File: src/rtl/txdma_stat_pkg.sv
package txdma_stat_pkg;
  typedef enum logic [1:0] {
    MODE_OFF = 2'b00,
    MODE_EOF = 2'b01,
    MODE_RUN = 2'b10,
    MODE_RSV = 2'b11
  } ch_mode_e;

  localparam logic [31:0] CFG_MASK   = 32'hC000_0008;
  localparam int          CH_STRIDE  = 'h20;
  localparam int          CRED_OFS   = 'h04;
  localparam int          STAT_OFS   = 'h100;
  localparam int          ERR_OFS    = 'h108;
  localparam int          ERR_ADDR_B = 31;
  localparam int          ERR_DW_B   = 30;
  localparam int          ERR_ACT_LSB = 9;
  localparam int          ERR_CRD_LSB = 0;

  function automatic logic [31:0] err_mask(int n_ch);
    logic [31:0] m;
    m = '0;
    m[ERR_ADDR_B] = 1'b1;
    m[ERR_DW_B]   = 1'b1;
    for (int i = 0; i < n_ch; i++) begin
      m[ERR_ACT_LSB + i] = 1'b1;
      m[ERR_CRD_LSB + i] = 1'b1;
    end
    return m;
  endfunction
endpackage

File: src/rtl/txdma_chan_ctl.sv
module txdma_chan_ctl
  import txdma_stat_pkg::*;
#(
  parameter int CRED_W = 8
) (
  input  logic              clk_i,
  input  logic              rst_ni,
  input  logic              cfg_we_i,
  input  logic [31:0]       cfg_wdata_i,
  input  logic              grant_i,
  input  logic              issue_i,
  output logic [31:0]       cfg_o,
  output logic [CRED_W-1:0] credit_o,
  output logic              run_o,
  output logic              eof_o,
  output logic              cen_o
);
  localparam logic [CRED_W-1:0] CRED_MAX = {CRED_W{1'b1}};

  logic [31:0]       cfg_q;
  logic [CRED_W-1:0] cnt_q;
  ch_mode_e          mode;

  assign mode = ch_mode_e'(cfg_q[31:30]);

  always_ff @(posedge clk_i or negedge rst_ni) begin
    if (!rst_ni)       cfg_q <= '0;
    else if (cfg_we_i) cfg_q <= cfg_wdata_i & CFG_MASK;
  end

  always_ff @(posedge clk_i or negedge rst_ni) begin
    if (!rst_ni)                                     cnt_q <= '0;
    else if (mode == MODE_OFF)                       cnt_q <= '0;
    else if (grant_i && !issue_i && cnt_q != CRED_MAX) cnt_q <= cnt_q + 1'b1;
    else if (issue_i && !grant_i && cnt_q != '0)     cnt_q <= cnt_q - 1'b1;
  end

  assign cfg_o    = cfg_q;
  assign credit_o = cnt_q;
  assign run_o    = (mode == MODE_RUN);
  assign eof_o    = (mode == MODE_EOF);
  assign cen_o    = cfg_q[3];

  AST_CREDIT_OFF_ZERO: assert property (@(posedge clk_i) disable iff (!rst_ni)
    (mode == MODE_OFF) |=> (cnt_q == '0));
  AST_CREDIT_HOLD: assert property (@(posedge clk_i) disable iff (!rst_ni)
    ((mode != MODE_OFF) && (grant_i == issue_i)) |=> $stable(cnt_q));
  AST_CREDIT_NO_WRAP: assert property (@(posedge clk_i) disable iff (!rst_ni)
    ((mode != MODE_OFF) && cnt_q == CRED_MAX && grant_i) |=> (cnt_q == CRED_MAX));
  AST_CREDIT_NO_UNDER: assert property (@(posedge clk_i) disable iff (!rst_ni)
    (cnt_q == '0 && !grant_i) |=> (cnt_q == '0));
endmodule

File: src/rtl/txdma_err_log.sv
module txdma_err_log
  import txdma_stat_pkg::*;
#(
  parameter int N_CH = 8
) (
  input  logic        clk_i,
  input  logic        rst_ni,
  input  logic        clr_i,
  input  logic [31:0] clr_data_i,
  input  logic [31:0] set_i,
  output logic [31:0] err_o
);
  localparam logic [31:0] MASK = err_mask(N_CH);

  logic [31:0] err_q, clr_vec;

  assign clr_vec = clr_i ? (clr_data_i & MASK) : '0;

  always_ff @(posedge clk_i or negedge rst_ni) begin
    if (!rst_ni) err_q <= '0;
    else         err_q <= ((err_q & ~clr_vec) | set_i) & MASK;  // set beats clear
  end

  assign err_o = err_q;

  AST_EVENT_WINS: assert property (@(posedge clk_i) disable iff (!rst_ni)
    1'b1 |=> ((err_q & $past(set_i & MASK)) == $past(set_i & MASK)));
  AST_ERR_STICKY: assert property (@(posedge clk_i) disable iff (!rst_ni)
    (clr_vec == '0) |=> ((err_q & $past(err_q)) == $past(err_q)));
endmodule

File: src/rtl/txdma_stat_unit.sv
module txdma_stat_unit
  import txdma_stat_pkg::*;
#(
  parameter int N_CH   = 8,
  parameter int CRED_W = 8,
  parameter int ADDR_W = 9
) (
  input  logic              clk_i,
  input  logic              rst_ni,
  input  logic [ADDR_W-1:0] reg_addr_i,
  input  logic [31:0]       reg_wdata_i,
  input  logic              reg_we_i,
  output logic [31:0]       reg_rdata_o,
  input  logic [N_CH-1:0]   credit_grant_i,
  input  logic [N_CH-1:0]   req_issue_i,
  input  logic [N_CH-1:0]   act_cmd_i,
  input  logic [N_CH-1:0]   req_buf_full_i,
  input  logic [N_CH-1:0]   fifo_full_i,
  input  logic [N_CH-1:0]   buf_empty_i,
  input  logic [N_CH-1:0]   no_pend_i,
  input  logic              addr_err_i,
  input  logic              dword_err_i,
  output logic [N_CH-1:0]   run_o,
  output logic [N_CH-1:0]   eof_pause_o,
  output logic [N_CH-1:0]   credit_en_o,
  output logic [N_CH-1:0]   idle_o
);
  localparam logic [ADDR_W-1:0] STAT_A = ADDR_W'(STAT_OFS);
  localparam logic [ADDR_W-1:0] ERR_A  = ADDR_W'(ERR_OFS);
  localparam logic [31:0]       ERR_M  = err_mask(N_CH);

  logic [31:0]       cfg_w  [N_CH];
  logic [CRED_W-1:0] cred_w [N_CH];
  logic [31:0]       err_w, set_w;

  for (genvar g = 0; g < N_CH; g++) begin : g_ch
    logic we_ch;
    assign we_ch = reg_we_i && (reg_addr_i == ADDR_W'(g * CH_STRIDE));
    txdma_chan_ctl #(.CRED_W(CRED_W)) u_ch (
      .clk_i      (clk_i),
      .rst_ni     (rst_ni),
      .cfg_we_i   (we_ch),
      .cfg_wdata_i(reg_wdata_i),
      .grant_i    (credit_grant_i[g]),
      .issue_i    (req_issue_i[g]),
      .cfg_o      (cfg_w[g]),
      .credit_o   (cred_w[g]),
      .run_o      (run_o[g]),
      .eof_o      (eof_pause_o[g]),
      .cen_o      (credit_en_o[g])
    );
  end

  always_comb begin
    set_w = '0;
    set_w[ERR_ADDR_B] = addr_err_i;
    set_w[ERR_DW_B]   = dword_err_i;
    for (int i = 0; i < N_CH; i++) begin
      set_w[ERR_ACT_LSB + i] = act_cmd_i[i] & req_buf_full_i[i];
      set_w[ERR_CRD_LSB + i] = fifo_full_i[i] & (cred_w[i] != '0);
    end
  end

  txdma_err_log #(.N_CH(N_CH)) u_err (
    .clk_i     (clk_i),
    .rst_ni    (rst_ni),
    .clr_i     (reg_we_i && (reg_addr_i == ERR_A)),
    .clr_data_i(reg_wdata_i),
    .set_i     (set_w),
    .err_o     (err_w)
  );

  assign idle_o = buf_empty_i & no_pend_i;

  always_comb begin
    reg_rdata_o = '0;
    if (reg_addr_i == STAT_A) begin
      reg_rdata_o[24 +: N_CH] = buf_empty_i;
      reg_rdata_o[16 +: N_CH] = no_pend_i;
    end
    if (reg_addr_i == ERR_A) reg_rdata_o = err_w;
    for (int i = 0; i < N_CH; i++) begin
      if (reg_addr_i == ADDR_W'(i * CH_STRIDE))            reg_rdata_o = cfg_w[i];
      if (reg_addr_i == ADDR_W'(i * CH_STRIDE + CRED_OFS)) reg_rdata_o = {{(32-CRED_W){1'b0}}, cred_w[i]};
    end
  end

  AST_ERR_RSVD_ZERO: assert property (@(posedge clk_i) disable iff (!rst_ni)
    (reg_addr_i == ERR_A) |-> ((reg_rdata_o & ~ERR_M) == '0));
  AST_CRED_ERR_SET: assert property (@(posedge clk_i) disable iff (!rst_ni)
    (fifo_full_i[0] && cred_w[0] != '0) |=> err_w[ERR_CRD_LSB]);
  AST_ACT_ERR_SET: assert property (@(posedge clk_i) disable iff (!rst_ni)
    (act_cmd_i[0] && req_buf_full_i[0]) |=> err_w[ERR_ACT_LSB]);
endmodule

File: config.mk
export PLATFORM = sky130hd
export DESIGN_NAME = txdma_stat_unit
export DESIGN_NICKNAME = d
export VERILOG_FILES = /design/src/rtl/txdma_stat_pkg.sv /design/src/rtl/txdma_chan_ctl.sv /design/src/rtl/txdma_err_log.sv /design/src/rtl/txdma_stat_unit.sv
export SDC_FILE = /design/constraint.sdc
export NUM_CORES = 1
export LEC_CHECK = 0
export BUFFER_PORTS_ARGS = -buffer_cell sky130_fd_sc_hd__buf_2
export CORE_MARGIN = 3
export CORE_UTILIZATION = 35
export CTS_CLUSTER_DIAMETER = 50
export DETAILED_ROUTE_END_ITERATION = 8
export PLACE_DENSITY = 0.54
export SLEW_MARGIN = 0
export SYNTH_ARGS = -nofsm -noshare
export SYNTH_HDL_FRONTEND = slang
export SYNTH_HIERARCHICAL = 1
export SYNTH_SLANG_ARGS = --single-unit
File: constraint.sdc
create_clock -name clk_i -period 3.8 [get_ports clk_i]
set_input_delay 0.76 -clock clk_i [delete_from_list [all_inputs] [get_ports clk_i]]
set_output_delay 0.76 -clock clk_i [all_outputs]
set_load 0.01 [all_outputs]
# [Word level (Yosys, flattened, before mapping)]
# Cells that the tools add are included.
[word_totals] reg_bits=106 latch_bits=0 mem_bits_rw=0 mem_bits_ro=0 inputBits=102 output_inout_bits=64 wordCells=219 n_memories=0
[classes] n_addsub=16 mul=0 div_mod_pow=0 order_cmp=0 eq_ne=41 shift=0 muxes=43 bitwise_logic=20 n_reduce_logical=82
[op_table] op="32-bit 2-to-1 mux" count=18
[op_table] op="8-bit 2-to-1 mux" count=24
[op_table] op="9-bit by 8-bit == test with 1-bit output, second input constant" count=8
[op_table] op="8-bit by 1-bit adder with 8-bit output, second input constant" count=8
[op_table] op="8-bit != test, second input constant" count=8
[op_table] op="8-bit nonzero test" count=8
[op_table] op="8-bit by 1-bit subtractor with 8-bit output, second input constant" count=8
[op_table] op="1-bit logical AND" count=41
[op_table] op="9-bit by 7-bit == test with 1-bit output, second input constant" count=4
[op_table] op="32-bit AND" count=1
[op_table] op="32-bit inverter" count=1
[op_table] op="32-bit OR" count=1
[op_table] op="3-bit nonzero test" count=8
[op_table] op="9-bit by 6-bit == test with 1-bit output, second input constant" count=2
[op_table] op="9-bit == test, second input constant" count=2
[op_table] op="1-bit AND" count=16
[op_table] op="2-bit by 1-bit == test with 1-bit output, second input constant" count=8
[op_table] op="2-bit == test, second input constant" count=8
[op_table] op="1-bit logical NOT" count=16
[op_table] op="2-bit logical NOT" count=8
[op_table] op="16-bit 2-to-1 mux" count=1
[op_table] op="9-bit by 3-bit == test with 1-bit output, second input constant" count=1
[op_table] op="9-bit logical NOT" count=1
[op_table] op="8-bit AND" count=1

# [Longest topological paths before layout]
[logic_depth] ltp_word=19 mapped_depth=11 ltp_nobuf=8

# [Hierarchy]
# Netlist, hierarchy kept.
[modules_own_cells] module="txdma_chan_ctl (g_ch[0].u_ch ...)" n_inst=5 cells_each=129 area_each_um2=1151.1
[modules_own_cells] module="txdma_stat_unit" n_inst=1 cells_each=534 area_each_um2=3550.9
[modules_own_cells] module="txdma_chan_ctl (g_ch[7].u_ch)" n_inst=1 cells_each=129 area_each_um2=1182.4
[modules_own_cells] module="txdma_chan_ctl (g_ch[6].u_ch)" n_inst=1 cells_each=129 area_each_um2=1167.4
[modules_own_cells] module="txdma_chan_ctl (g_ch[5].u_ch)" n_inst=1 cells_each=129 area_each_um2=1156.1
[modules_own_cells] module="txdma_err_log" n_inst=1 cells_each=71 area_each_um2=793.3

# [Worst setup path after synthesis]
# No wires, ideal clock.
[synth_path] path_kind="in2out" start="in reg_addr_i[8]" end="out reg_rdata_o[3]" arrival_ns=2.376 required_time_ns=3.040 setup_slack_ns=0.664 stages=7 cell_sequence="buf_2 -> or2_2 -> nor3_4 -> a41o_1 -> o221ai_1 -> or4_1 -> nand3_1"
[synth_via] elab_chain_cells=18 word_cells_on_any_way=34 cone_classes="eq/ne (16); mux (17); reduce/logical (1)"
[synth_lines] element="start: declaration" line="txdma_stat_unit.sv:10" rtl="input logic [ADDR_W-1:0] reg_addr_i,"
[synth_lines] element="9-bit == test" line="txdma_stat_unit.sv:81" rtl="if (reg_addr_i == ERR_A) reg_rdata_o = err_w;"
[synth_lines] element="32-bit 2-to-1 mux" line="txdma_stat_unit.sv:81"
[synth_lines] element="32-bit 2-to-1 mux" line="txdma_stat_unit.sv:83" rtl="if (reg_addr_i == ADDR_W'(i * CH_STRIDE)) reg_rdata_o = cfg_w[i];"
[synth_lines] element="32-bit 2-to-1 mux" line="txdma_stat_unit.sv:84" rtl="if (reg_addr_i == ADDR_W'(i * CH_STRIDE + CRED_OFS)) reg_rdata_o = {{(32-CRED_W){1'b0}}, cred_w[i]};"
[synth_lines] element="32-bit 2-to-1 mux" line="txdma_stat_unit.sv:83"
[synth_lines] element="32-bit 2-to-1 mux" line="txdma_stat_unit.sv:84"
[synth_lines] element="32-bit 2-to-1 mux" line="txdma_stat_unit.sv:83"
[synth_lines] element="32-bit 2-to-1 mux" line="txdma_stat_unit.sv:84"
[synth_lines] element="(+2 left out)"
[synth_lines] element="32-bit 2-to-1 mux" line="txdma_stat_unit.sv:83"
[synth_lines] element="32-bit 2-to-1 mux" line="txdma_stat_unit.sv:84"
[synth_lines] element="32-bit 2-to-1 mux" line="txdma_stat_unit.sv:83"
[synth_lines] element="32-bit 2-to-1 mux" line="txdma_stat_unit.sv:84"
[synth_lines] element="32-bit 2-to-1 mux" line="txdma_stat_unit.sv:83"
[synth_lines] element="32-bit 2-to-1 mux" line="txdma_stat_unit.sv:84"
[synth_lines] element="32-bit 2-to-1 mux" line="txdma_stat_unit.sv:83"
[synth_lines] element="32-bit 2-to-1 mux (*)" line="txdma_stat_unit.sv:84"
[synth_lines] element="end: declaration" line="txdma_stat_unit.sv:13" rtl="output logic [31:0] reg_rdata_o,"
# Every way passes the cells marked *; elsewhere a longest branch is shown, timed or not.

# [Final worst setup path]
[layout_path] start="in reg_addr_i[3]" end="out reg_rdata_o[2]"
# Same word-level chain as after synthesis.

==> flow_metrics.tcl <==
set metrics [dict create \
    status "complete, no violations" \
    layout.cells.non_filler 2289 \
    start_util_pct 35.8 \
    critical_path.reg2reg.startpoint "g_ch[2].u_ch/credit_o[3]" \
    mostFrequentLayoutCells "conb_1 (246), buf_2 (148), dfrtp_1 (106)" \
    top_signal_layer_used "met4" \
    grt_setup_unrepaired "false" \
    viasPerCell 5.54 \
    detailedRoute.firstPassIterationCount 6 \
    finalClockSkew_ps 8.63 \
    detailedPlacementHpwl_um 33200 \
    io_buffers 150 \
    grt_overflow_total 0 \
    final.hold.worst_slack_ps 410 \
    mappedNetlistArea_mm2 0.0136 \
    timing.final.crit_period_ps 3720 \
    routed-wl-met2_um 20100 \
    placed_cell_count 2270 \
    crit_buf_inv 2 \
    detail-route-antenna-nets 0 \
    syn_inst_count 1636 \
    wire_length_after_detailed_routing_um 43600 \
    syn_to_final_growth_pct 5.21 \
    critical-path-top-delay-family "simple AND/OR/NAND/NOR gates" \
    ratio_of_cells_with_drive_above_1_in_the_final_layout_pct 19.9 \
    crit_path_end_kind "output pin" \
    antenna_found_initial 5 \
    worst_skew_pair.late_latency_ps 380 \
    die_height_um 203 \
    power_mw 2.88 \
    synth-warning-count 6 \
    wl_met1_um 19800 \
    drt_drc_violations_left 0 \
    h_tree_depth 3 \
    clk_pin_slew_ps 70 \
    cts_tree "built" \
    via_count_of_the_first_global_routing_pass 12200 \
    reg2reg_depth 8 \
    floorplan.core_area_mm2 0.0380 \
    worst_path_most_repeated_cell "buf_2" \
    num-nets-final 1928 \
    max-cap-violations 0 \
    power_density_mw_per_mm2 201 \
    grt_pass1_wl_um 68600 \
    worstPathCellList "buf_2 -> or4_1 -> nor2_1 -> and3_1 -> a211oi_2 -> a211oi_1 -> a211o_1 -> buf_2" \
    final-hold-violation-count 0 \
    inserted_clock_buffers 9 \
    fp.dieArea_mm2 0.0413 \
    wire_per_inst_um 19.0 \
    die_w_um 203 \
    cts_num_sinks 106 \
    setup_viol_count_final 0 \
    min_path_type "input port to asynchronous set/reset pin" \
    critical-path-max-stage-delay_ps 580 \
    finalCritPeriodShare_pct 97.8 \
    normalized_max_slew_margin_pct 52.8 \
    regToRegSetupSlack_ps 1000 \
    rows 71 \
    global_placer_s_final_weighted_congestion 0.892 \
    route.met3.wl_um 2450 \
    drt_iter0_markers 1211 \
    clock_tree.root_cell "clkbuf_16" \
    gr-usage-all-layers_pct 20.7 \
    cts_buffer_depth 2 \
    boundaryPins 166 \
    vias 12700 \
    max_freq_ghz 0.269 \
    worstMarginPinSlew_ps 707 \
    num-fill-cells 4091 \
    syn_area_per_cell_um2 8.31 \
    total_leakage_power_nw 6.22 \
    worstSetupStartpointType "input port" \
    critPathRequiredTime_ps 3040 \
    most_frequent_standard_cell_in_the_layout_excluding_fill_and_tap_cells "conb_1" \
    maxSlewViolCount 0 \
    worst-setup-path-type "input port to output pin" \
    timing.setup.tns_ps 0 \
    grt_start_max_net_pins 60 \
    worst_ep_arrival_time_ps 2960 \
    critical-path-slowest-cell "or4_1" \
    critical_path.reg2reg.endpoint "g_ch[2].u_ch/credit_o[6]" \
    vdd.ir_drop.worst_mv 0.164 \
    critPathMaxFanout 12 \
]
-- layer usage --
metal | GRT usage [%] | vias up
li1 | - | 6095
met1 | 28.2 | 6097
met2 | 33.6 | 424
met3 | 2.83 | 56
met4 | 7.40 | 0
met5 | 0 | -
-- power breakdown --
part           internal [mW]  switching, mW  leakage (nW)
Combinational          0.275          0.421          4.70
Clock                  0.504          0.462         0.131
Sequential              1.16         0.0558          1.39
Total                   1.94          0.939          6.22
-- timing repair --
action	4_1_cts	5_1_grt
buffers inserted	0	0
resized for setup	0	1
setup endpoints to repair	0	1
hold buffers	0	0
-- state kept, by name (all words and copies together), names as in the netlist --
register / flops
u_err/err_o: 18
g_ch.u_ch/credit_o: 64
g_ch.u_ch/cfg_o: 24
-- through the flow --
| step | worst slack (ps) | util (%) | cell area, µm² |
|---|---|---|---|
| after floorplan | 664 | - | 14500 |
| after global placement | 167 | 36.9 | 14000 |
| after detailed placement | 139 | 36.9 | 14000 |
| after CTS | 132 | 37.6 | 14300 |
| after global routing | 18.7 | 37.6 | 14300 |
| final | 82.5 | 37.6 | 14300 |
-- how the worst max path moves through the flow --
stage                              from  cells after the start              to
after floorplan           reg_addr_i[8]                      7  reg_rdata_o[3]
final                     reg_addr_i[3]                      8  reg_rdata_o[2]
after CTS                 reg_addr_i[3]                      8  reg_rdata_o[2]
after detailed placement  reg_addr_i[3]                      8  reg_rdata_o[2]
after global placement    reg_addr_i[4]                      8  reg_rdata_o[7]
after global routing      reg_addr_i[6]                      8  reg_rdata_o[7]
-- area by class of cell --
class	instances	area, µm²	area share [%]
diodes	5	12.5	0.0874
clock buffers	11	233	1.63
clock inverters	3	42.5	0.297
inverters	45	189	1.32
multi-input cells	1408	9400	65.7
flip-flops and latches	106	2650	18.5
well taps	511	639	4.47
repair buffers	200	1140	7.99
(Power assumes the default switching activity.)
